**src/rtl/pe_net_pkg.sv**
```systemverilog
package pe_net_pkg;
  typedef enum logic [1:0] {
    OP_IDLE = 2'd0,
    OP_SHR  = 2'd1,
    OP_SHL  = 2'd2,
    OP_LOAD = 2'd3
  } net_op_e;

  localparam logic [1:0] SRC_REG   = 2'd0;
  localparam logic [1:0] SRC_BCAST = 2'd1;
endpackage

```
**src/rtl/pe_net_switch.sv**
```systemverilog
module pe_net_switch
  import pe_net_pkg::*;
#(
  parameter int DATA_W = 16
) (
  input  logic              active_i,
  input  logic [1:0]        op_i,
  input  logic [1:0]        src_i,
  input  logic [DATA_W-1:0] reg_i,
  input  logic [DATA_W-1:0] bcast_i,
  input  logic [DATA_W-1:0] imm_i,
  input  logic [DATA_W-1:0] from_left_i,
  input  logic [DATA_W-1:0] from_right_i,
  output logic [DATA_W-1:0] to_right_o,
  output logic [DATA_W-1:0] to_left_o,
  output logic [DATA_W-1:0] exec_o
);
  logic [DATA_W-1:0] drive;

  always_comb begin
    if (src_i[1])                drive = imm_i;
    else if (src_i == SRC_BCAST) drive = bcast_i;
    else                         drive = reg_i;
  end

  // inactive element is transparent in both directions
  assign to_right_o = active_i ? drive : from_left_i;
  assign to_left_o  = active_i ? drive : from_right_i;

  always_comb begin
    unique case (net_op_e'(op_i))
      OP_SHR:  exec_o = from_left_i;
      OP_SHL:  exec_o = from_right_i;
      OP_LOAD: exec_o = drive;
      default: exec_o = reg_i;
    endcase
  end
endmodule

```
**src/rtl/pe_net_cell.sv**
```systemverilog
module pe_net_cell
  import pe_net_pkg::*;
#(
  parameter int DATA_W = 16
) (
  input  logic              clk_i,
  input  logic              rst_ni,
  input  logic              active_i,
  input  logic [1:0]        op_i,
  input  logic [1:0]        src_i,
  input  logic [DATA_W-1:0] bcast_i,
  input  logic [DATA_W-1:0] exec_i,
  output logic [DATA_W-1:0] q_o
);
  always_ff @(posedge clk_i or negedge rst_ni) begin
    if (!rst_ni)                                    q_o <= '0;
    else if (active_i && (op_i != 2'(OP_IDLE)))     q_o <= exec_i;
  end


  bypass_hold_chk: assert property (@(posedge clk_i) disable iff (!rst_ni)
    !active_i |=> $stable(q_o));

  idle_hold_chk: assert property (@(posedge clk_i) disable iff (!rst_ni)
    (op_i == 2'(OP_IDLE)) |=> $stable(q_o));

  bcast_load_chk: assert property (@(posedge clk_i) disable iff (!rst_ni)
    (active_i && op_i == 2'(OP_LOAD) && src_i == SRC_BCAST) |=> (q_o == $past(bcast_i)));
endmodule

```
**src/rtl/pe_bypass_net.sv**
```systemverilog
module pe_bypass_net
  import pe_net_pkg::*;
#(
  parameter int N_PE   = 8,
  parameter int DATA_W = 16
) (
  input  logic                     clk_i,
  input  logic                     rst_ni,
  input  logic [N_PE-1:0]          mask_i,
  input  logic [1:0]               op_i,
  input  logic [1:0]               src_i,
  input  logic [DATA_W-1:0]        bcast_i,
  input  logic [DATA_W-1:0]        imm_i,
  input  logic [DATA_W-1:0]        fill_i,
  output logic [N_PE*DATA_W-1:0]   pe_data_o
);
  localparam int LAST = N_PE - 1;

  // rchain[k]: value arriving at element k from the left; lchain[k+1]: from the right
  logic [N_PE:0][DATA_W-1:0] rchain;
  logic [N_PE:0][DATA_W-1:0] lchain;

  assign rchain[0]    = fill_i;
  assign lchain[N_PE] = fill_i;

  for (genvar k = 0; k < N_PE; k++) begin : g_pe
    logic [DATA_W-1:0] q;
    logic [DATA_W-1:0] exec;

    pe_net_switch #(.DATA_W(DATA_W)) u_sw (
      .active_i    (mask_i[k]),
      .op_i        (op_i),
      .src_i       (src_i),
      .reg_i       (q),
      .bcast_i     (bcast_i),
      .imm_i       (imm_i),
      .from_left_i (rchain[k]),
      .from_right_i(lchain[k+1]),
      .to_right_o  (rchain[k+1]),
      .to_left_o   (lchain[k]),
      .exec_o      (exec)
    );

    pe_net_cell #(.DATA_W(DATA_W)) u_cell (
      .clk_i   (clk_i),
      .rst_ni  (rst_ni),
      .active_i(mask_i[k]),
      .op_i    (op_i),
      .src_i   (src_i),
      .bcast_i (bcast_i),
      .exec_i  (exec),
      .q_o     (q)
    );

    assign pe_data_o[k*DATA_W +: DATA_W] = q;
  end


  no_active_hold_chk: assert property (@(posedge clk_i) disable iff (!rst_ni)
    (mask_i == '0) |=> $stable(pe_data_o));

  shr_head_fill_chk: assert property (@(posedge clk_i) disable iff (!rst_ni)
    (mask_i[0] && op_i == 2'(OP_SHR)) |=> (pe_data_o[DATA_W-1:0] == $past(fill_i)));

  shl_tail_fill_chk: assert property (@(posedge clk_i) disable iff (!rst_ni)
    (mask_i[LAST] && op_i == 2'(OP_SHL)) |=> (pe_data_o[LAST*DATA_W +: DATA_W] == $past(fill_i)));
endmodule

```
**config.mk**
```make
export PLATFORM = sky130hd
export DESIGN_NAME = pe_bypass_net
export DESIGN_NICKNAME = d
export VERILOG_FILES = /design/src/rtl/pe_net_pkg.sv /design/src/rtl/pe_net_switch.sv /design/src/rtl/pe_net_cell.sv /design/src/rtl/pe_bypass_net.sv
export SDC_FILE = /design/constraint.sdc
export NUM_CORES = 1
export LEC_CHECK = 0
export ABC_AREA = 1
export BUFFER_PORTS_ARGS = -buffer_cell sky130_fd_sc_hd__buf_4
export CAP_MARGIN = 25
export CORE_ASPECT_RATIO = 1.5
export CORE_MARGIN = 8
export CORE_UTILIZATION = 25
export CTS_BUF_LIST = sky130_fd_sc_hd__clkbuf_8
export DETAILED_ROUTE_END_ITERATION = 8
export PLACE_DENSITY = 0.51
export SLEW_MARGIN = 20
export SYNTH_ARGS = -nofsm -noshare
export SYNTH_HDL_FRONTEND = slang
export SYNTH_HIERARCHICAL = 1
export SYNTH_SLANG_ARGS = --single-unit
```
**constraint.sdc**
```tcl
create_clock -name clk_i -period 3.5 [get_ports clk_i]
set_input_delay 0.175 -clock clk_i [delete_from_list [all_inputs] [get_ports clk_i]]
set_output_delay 0.175 -clock clk_i [all_outputs]
set_load 0.05 [all_outputs]
```
=== Word-level counts from Yosys, hierarchy flattened ===
Cells that the tools add are included.
Widths: inputs -> output; s select.

* Equality and inequality tests: 4
* Multiplexer cells: 38
* Reductions and logical operators: 18

{| class="wikitable"
|+ Operators by type and width
! operator !! number
|-
| $mux 16 || 30
|-
| $pmux 16 s3 || 8
|-
| $reduce_and 2->1 || 8
|-
| $logic_and 1x1->1 || 8
|-
| $eq 2x1->1 const B || 2
|-
| $eq 2x2->1 const B || 2
|-
| $reduce_bool 3->1 || 1
|-
| $reduce_bool 2->1 || 1
|}

* Word-level logic and storage cells: 68
* Output and inout port bits: 128
* Bits in registers: 128

=== Logic depth before layout (Yosys ltp) ===
Gate-level depths: netlist of the first run.

* Word-level depth: 11
* Gate-level depth with buffers: 25
* Mapped depth without buffers: 23

=== Hierarchy ===
The synthesis of the first run kept the hierarchy.

{| class="wikitable"
|+ By module, submodules not included
! module !! instances !! area an instance (um2) !! cells an instance
|-
| pe_net_switch || 8 || 1312.5 || 259
|-
| pe_net_cell || 8 || 670.6 || 72
|}

=== Worst setup path after synthesis of the first run ===
Ideal clock, no wire load.

* Kind: reg-to-reg
* Start: reg g_pe[0].u_cell.q_o[5]
* End: reg g_pe[7].u_cell.q_o[5]
* Setup slack: 585 ps
* Data required time: 3435 ps
* Stages on the path, launching flop included: 21
* Arrival: 2850 ps
* Cell sequence: dfrtp_1 > nand2_1 > nand3_2 > nand3_1 > o21ai_0 > inv_1 > o21ai_0 > inv_1 > o21ai_0 > inv_1 > o21ai_0 > inv_1 > o21ai_0 > inv_1 > o21ai_0 > inv_1 > o21ai_0 > o21ai_1 > a21oi_2 > nand3_1 > nand2_1

{| class="wikitable"
|+ RTL lines
! item !! RTL line !! RTL
|-
| start, declared || pe_net_cell.sv:13 || <nowiki>output logic [DATA_W-1:0] q_o</nowiki>
|-
| start signal, assigned || pe_net_cell.sv:17 || <nowiki>else if (active_i && (op_i != 2'(OP_IDLE))) q_o <= exec_i;</nowiki>
|-
| end signal, assigned || pe_net_cell.sv:17 ||
|-
| end, declared || pe_net_cell.sv:13 ||
|}

==> results of run 1 <==
==> final cells by class <==
cell class,count,area [um2]
Sequential cell,128,3210
Fill cell,7039,42600
Timing Repair Buffer,500,3870
Antenna cell,4,10.0
Inverter,307,1250
Tap cell,798,998
Clock buffer,19,262
Clock inverter,12,56.3
Multi-Input combinational cell,2008,9800
==> per-stage QoR <==
step / setup TNS, ps / setup slack, ps / hold slack [ps]
final: 0 / 172 / 52.6
after global routing: -45.8 / -30.9 / 25.4
after CTS: 0 / 14.3 / 7.78
after detailed placement: -2450 / -333 / 151
after global placement: -1930 / -332 / 148
after floorplan: 0 / 665 / -121
==> per-layer routing <==
| metal | wire, um | up-vias | global-route usage, % |
|---|---|---|---|
| li1 | - | 9192 | - |
| met1 | 32000 | 9052 | 25.9 |
| met2 | 39800 | 908 | 38.8 |
| met3 | 5690 | 270 | 4.36 |
| met4 | 7050 | 0 | 17.1 |
| met5 | 0 | - | 0 |
==> timing repair <==
| item | in CTS | in global routing |
|---|---|---|
| endpoints found under the hold margin | 59 | 0 |
| hold buffers | 4 | 0 |
| gates resized for setup | 5 | 67 |
| setup endpoints to repair | 4 | 30 |
| pin swaps | 0 | 2 |
==> worst max-delay path: stages, from the launching register on <==
cell	delay, ps
dfrtp_1	370
nand2_1	60
nand3_1	90
nand3_1	70
o21ai_0	80
inv_1	120
o21ai_0	170
inv_1	110
o21ai_1	230
buf_4	150
inv_1	40
o21ai_0	160
inv_1	140
o21ai_2	210
buf_4	140
inv_1	40
o21ai_0	160
inv_1	110
o21ai_1	160
buf_4	140
inv_1	40
nand2_1	50
a21oi_1	70
a21oi_1	160
nand3_1	90
nand2_1	80
==> how the worst max path moves through the flow <==
stage | startpoint | end | slack [ps] | cells past startpoint
after global placement | src_i[1] | g_pe[0].u_cell/q_o[4] | -330 | 26
after global routing | g_pe[7].u_cell/q_o[4] | g_pe[0].u_cell/q_o[4] | -30 | 24
after CTS | g_pe[7].u_cell/q_o[0] | g_pe[0].u_cell/q_o[0] | 10 | 27
after floorplan | g_pe[0].u_cell/q_o[5] | g_pe[7].u_cell/q_o[5] | 660 | 20
final | g_pe[0].u_cell/q_o[0] | g_pe[7].u_cell/q_o[0] | 170 | 25
after detailed placement | src_i[1] | g_pe[0].u_cell/q_o[0] | -330 | 29
==> cells in the final DEF (no fill, tap or decap), types with 16 or more instances in the layout <==
cell      instances
nand2_1         600
buf_4           485
nand3_1         456
inv_1           280
nor2_1          214
o21ai_0         206
a21oi_1         190
dfrtp_1         126
or2_1           112
o21ai_1          90
nand3_2          56
a21oi_2          26
clkbuf_8         19
nand2_4          16
inv_2            16
or2_2            16
==> power by group <==
part | switching [W] | internal [W]
Sequential | 0.000335 | 0.00173
Clock | 0.000677 | 0.000499
Combinational | 0.00283 | 0.00137
==> metrics.txt, run 1 <==
routed wire length=84600 um; chip width=221 um; antenna viol nets, final=0; placer's final routability congestion estimate=0.980; Mapped Area=15700 um2; Pwr Total=0.00744 W; clock skew=32.6 ps; Reg2Reg Capture Point=g_pe[7].u_cell/q_o[0]; placed cell count=3737; reg2reg setup slack=170 ps; Worst EP required=3960 ps; kind of critical path=flip-flop to flip-flop; number of I/O port buffers=189; R2R cell count=25; All-Layer GR Usage=23.2%; Finished Layout Cells=3776; post-CTS setup buffers=0; Slew headroom=60.4%; dpl cell area=19000 um2; cell count after synthesis=2610; clock root buffer=clkbuf_8; Avg WL per Cell=22.4 um; DR iter-0 viols=1965; RSZ-0062 raised after global routing=true; vias in the first global route=18657; latest clock arrival within the worst-skew pair=540 ps; power per cell area=383 nW/um2; first-pass GRT wire length=122000 um; hold path start=mask_i[0]; CTS clk-pin slew, worst paths=100 ps; Initial Util=25.3%; Tmin final=3330 ps; # DRC=0; row cnt=112; core area=62100 um2; Die Ht=323 um; pin count of the biggest net entering global routing=61; synthesized net count=2672; Max IR drop VDD=0.282 mV; CTS Sinks=128; critical path arrival=3790 ps; Util after Layout=31.3%; layout cells sized above 1=23.4%; syn avg cell area=6.01 um2; hold path depth=3; Hold Crit Class=primary input to flip-flop; worst r2r src=g_pe[0].u_cell/q_o[0]; post-layout instance area=19500 um2; CTS tree=yes; outcome=finished, final reports clean; IO Pins=190; CP Launch Type=flip-flop; NumNets Final=3024; first drt pass iteration count=7; # Max-Cap Violations=0; grt ovf=0; full die area=71200 um2; Final Cycle Share=95.1%; YS warnings=6; Max Freq=301 MHz; largest registers=g_pe.u_cell/q_o: 128 flops; TritonCTS Buffers=17; # setup viols final=0; CTS H-tree depth=4; Static Leakage=9.91 nW; largest register by flop count=g_pe.u_cell/q_o; endpoints failing hold=0; via count=19422; initial antenna violation count=4; max FFs per register=128; Slew Limit Fails=0; critical path endpoint category=flip-flop; clk buf depth=2; worst-path maximum fanout=2; hold endpoint=g_pe[0].u_cell/q_o[4]; Worst-Margin Slew=593 ps; DR vias/cell=5.14; DP Wirelength=66200 um; Layout area overhead=24.1%
(Power assumes the default switching activity.)
==> run 2: changes to the inputs <==
==> constraint.sdc (replaced) <==
create_clock -name clk_i -period 3.5 [get_ports clk_i]
set_input_delay 1.05 -clock clk_i [delete_from_list [all_inputs] [get_ports clk_i]]
set_output_delay 1.05 -clock clk_i [all_outputs]
set_load 0.05 [all_outputs]
==> metrics.txt, run 2 (same netlist as run 1, synthesis figures left out) <==
Util after Layout=36.7% (was 31.3%); endpoints failing hold=0 (unchanged); routed wire length=91300 um (was 84600 um); # Max-Cap Violations=0 (unchanged); NumNets Final=3332 (was 3024); pin count of the biggest net entering global routing=65 (was 61); Die Ht=323 um (unchanged); CP Launch Type=primary input (was flip-flop); # setup viols final=0 (unchanged); # DRC=0 (unchanged); CTS H-tree depth=4 (unchanged); IO Pins=190 (unchanged); full die area=71200 um2 (unchanged); critical path arrival=3950 ps (was 3790 ps); Hold Crit Class=primary input to asynchronous set/reset pin (was primary input to flip-flop); most frequent cells in the layout=buf_4, nand2_1, nand3_1 (was nand2_1, buf_4, nand3_1); Slew Limit Fails=0 (unchanged); clock root buffer=clkbuf_8 (unchanged); post-layout instance area=22800 um2 (was 19500 um2); latest clock arrival within the worst-skew pair=560 ps (was 540 ps); clk buf depth=2 (unchanged); Tmin final=3470 ps (was 3330 ps); Initial Util=25.3% (unchanged); Layout area overhead=45.3% (was 24.1%); Worst EP required=3980 ps (was 3960 ps); via count=20523 (was 19422); kind of critical path=primary input to flip-flop (was flip-flop to flip-flop); All-Layer GR Usage=25.1% (was 23.2%); clock skew=19.1 ps (was 32.6 ps); CTS tree=yes (unchanged); critical path endpoint category=flip-flop (unchanged); outcome=finished, final reports clean (unchanged); DR vias/cell=5.02 (was 5.14); max FFs per register=128 (unchanged); DP Wirelength=73800 um (was 66200 um); chip width=221 um (unchanged); worst-path maximum fanout=17 (was 2); Max IR drop VDD=0.267 mV (was 0.282 mV); power per cell area=365 nW/um2 (was 383 nW/um2); largest registers=g_pe.u_cell/q_o: 128 flops (unchanged); first drt pass iteration count=8 (was 7); largest register by flop count=g_pe.u_cell/q_o (unchanged); reg2reg setup slack=390 ps (was 170 ps); core area=62100 um2 (unchanged); Max Freq=288 MHz (was 301 MHz); row cnt=112 (unchanged); CTS Sinks=128 (unchanged); antenna viol nets, final=0 (unchanged); dpl cell area=21400 um2 (was 19000 um2); DR iter-0 viols=1743 (was 1965); placer's final routability congestion estimate=1.00 (was 0.980); grt ovf=0 (unchanged); Slew headroom=61.7% (was 60.4%); Worst-Margin Slew=574 ps (was 593 ps); initial antenna violation count=4 (unchanged); Final Cycle Share=99.0% (was 95.1%); Static Leakage=11.7 nW (was 9.91 nW); Fillers=6855 (was 7039); Avg WL per Cell=22.3 um (was 22.4 um); first-pass GRT wire length=131000 um (was 122000 um); vias in the first global route=19731 (was 18657); most common cell after layout, fill and taps aside=buf_4 (was nand2_1); layout cells sized above 1=35.8% (was 23.4%); CTS clk-pin slew, worst paths=90 ps (was 100 ps); TritonCTS Buffers=17 (unchanged); number of I/O port buffers=189 (unchanged); Pwr Total=0.00833 W (was 0.00744 W)
run 2: cell types whose count changed in the layout (fill, tap and decap cells not counted), sizes merged:
cell and delta:
buf +311, dlygate4sd3 -4, bufinv +3, inv -3
clkinvlp +2, clkbuf +1, clkinv -1
run 2: area by class of cell:
| cell class | instances | area (um2) | area share, % |
|---|---|---|---|
| flip-flops and latches | 128 | 3200 | 14.1 |
| clock buffers | 19 | 262 | 1.15 |
| well taps | 798 | 998 | 4.38 |
| repair buffers | 808 | 6530 | 28.7 |
| inverters | 307 | 1280 | 5.62 |
| multi-input cells | 2008 | 10400 | 45.5 |
| clock inverters | 13 | 145 | 0.637 |
| diodes | 4 | 10.0 | 0.0439 |
run 2: final timing paths:
path,to,startpoint,cells after the start
min in group clk_i,g_pe[3].u_cell/q_o[9],g_pe[3].u_cell/q_o[9],2
setup reg to reg,g_pe[7].u_cell/q_o[11],g_pe[0].u_cell/q_o[11],25
max in group asynchronous,g_pe[5].u_cell/q_o[1],rst_ni,2
hold / removal,g_pe[2].u_cell/q_o[8],rst_ni,1
hold reg to reg,g_pe[3].u_cell/q_o[9],g_pe[3].u_cell/q_o[9],2
setup / recovery,g_pe[7].u_cell/q_o[4],src_i[1],27
run 2: worst max-delay path, stage by stage:
cell and delay (ps):
buf_12 120, inv_12 60, buf_4 150, nand3_2 80, nand3_1 60, o21ai_1 90, buf_4 150, inv_1 60
o21ai_2 110, buf_4 130, inv_1 60, o21ai_2 140, inv_2 70, o21ai_2 130, inv_2 60, o21ai_2 220
inv_1 100, o21ai_2 210, inv_2 100, o21ai_4 190, buf_4 130, inv_1 30, nand2_1 60, a21oi_2 60
a21oi_2 140, nand3_1 80, nand2_1 90
run 2: report_power, final:
part	switching, W	total [W]	internal, W
Combinational	0.00307	0.00484	0.00177
Clock	0.000724	0.00145	0.000728
Sequential	0.000313	0.00204	0.00173
run 2: what timing repair did:
item,CTS,global route
buffers inserted,4,16
pin swaps,18,77
hold buffers,0,0
cloned,0,1
resized for setup,187,236
setup endpoints to repair,67,60
run 2: layer usage:
layer,GRT usage (%),vias to the layer above,share of wire [%]
li1,-,9845,-
met1,28.5,9646,39
met2,42.1,766,47
met3,3.84,266,5.1
met4,18.7,0,8.8
met5,0,-,0
run 2: stage by stage:
step | setup WS (ps) | TNS (ps) | hold slack [ps] | std cells
3_5_place_dp | -1440 | -77830 | 528 | 4032
5_1_grt | -37.0 | -132 | 351 | 4084
4_1_cts | -23.0 | -25.8 | 321 | 4068
2_1_floorplan | 33.1 | 0 | 754 | 2610
3_3_place_gp | -1450 | -77770 | 516 | 4032
6_report | 33.6 | 0 | 359 | 4085
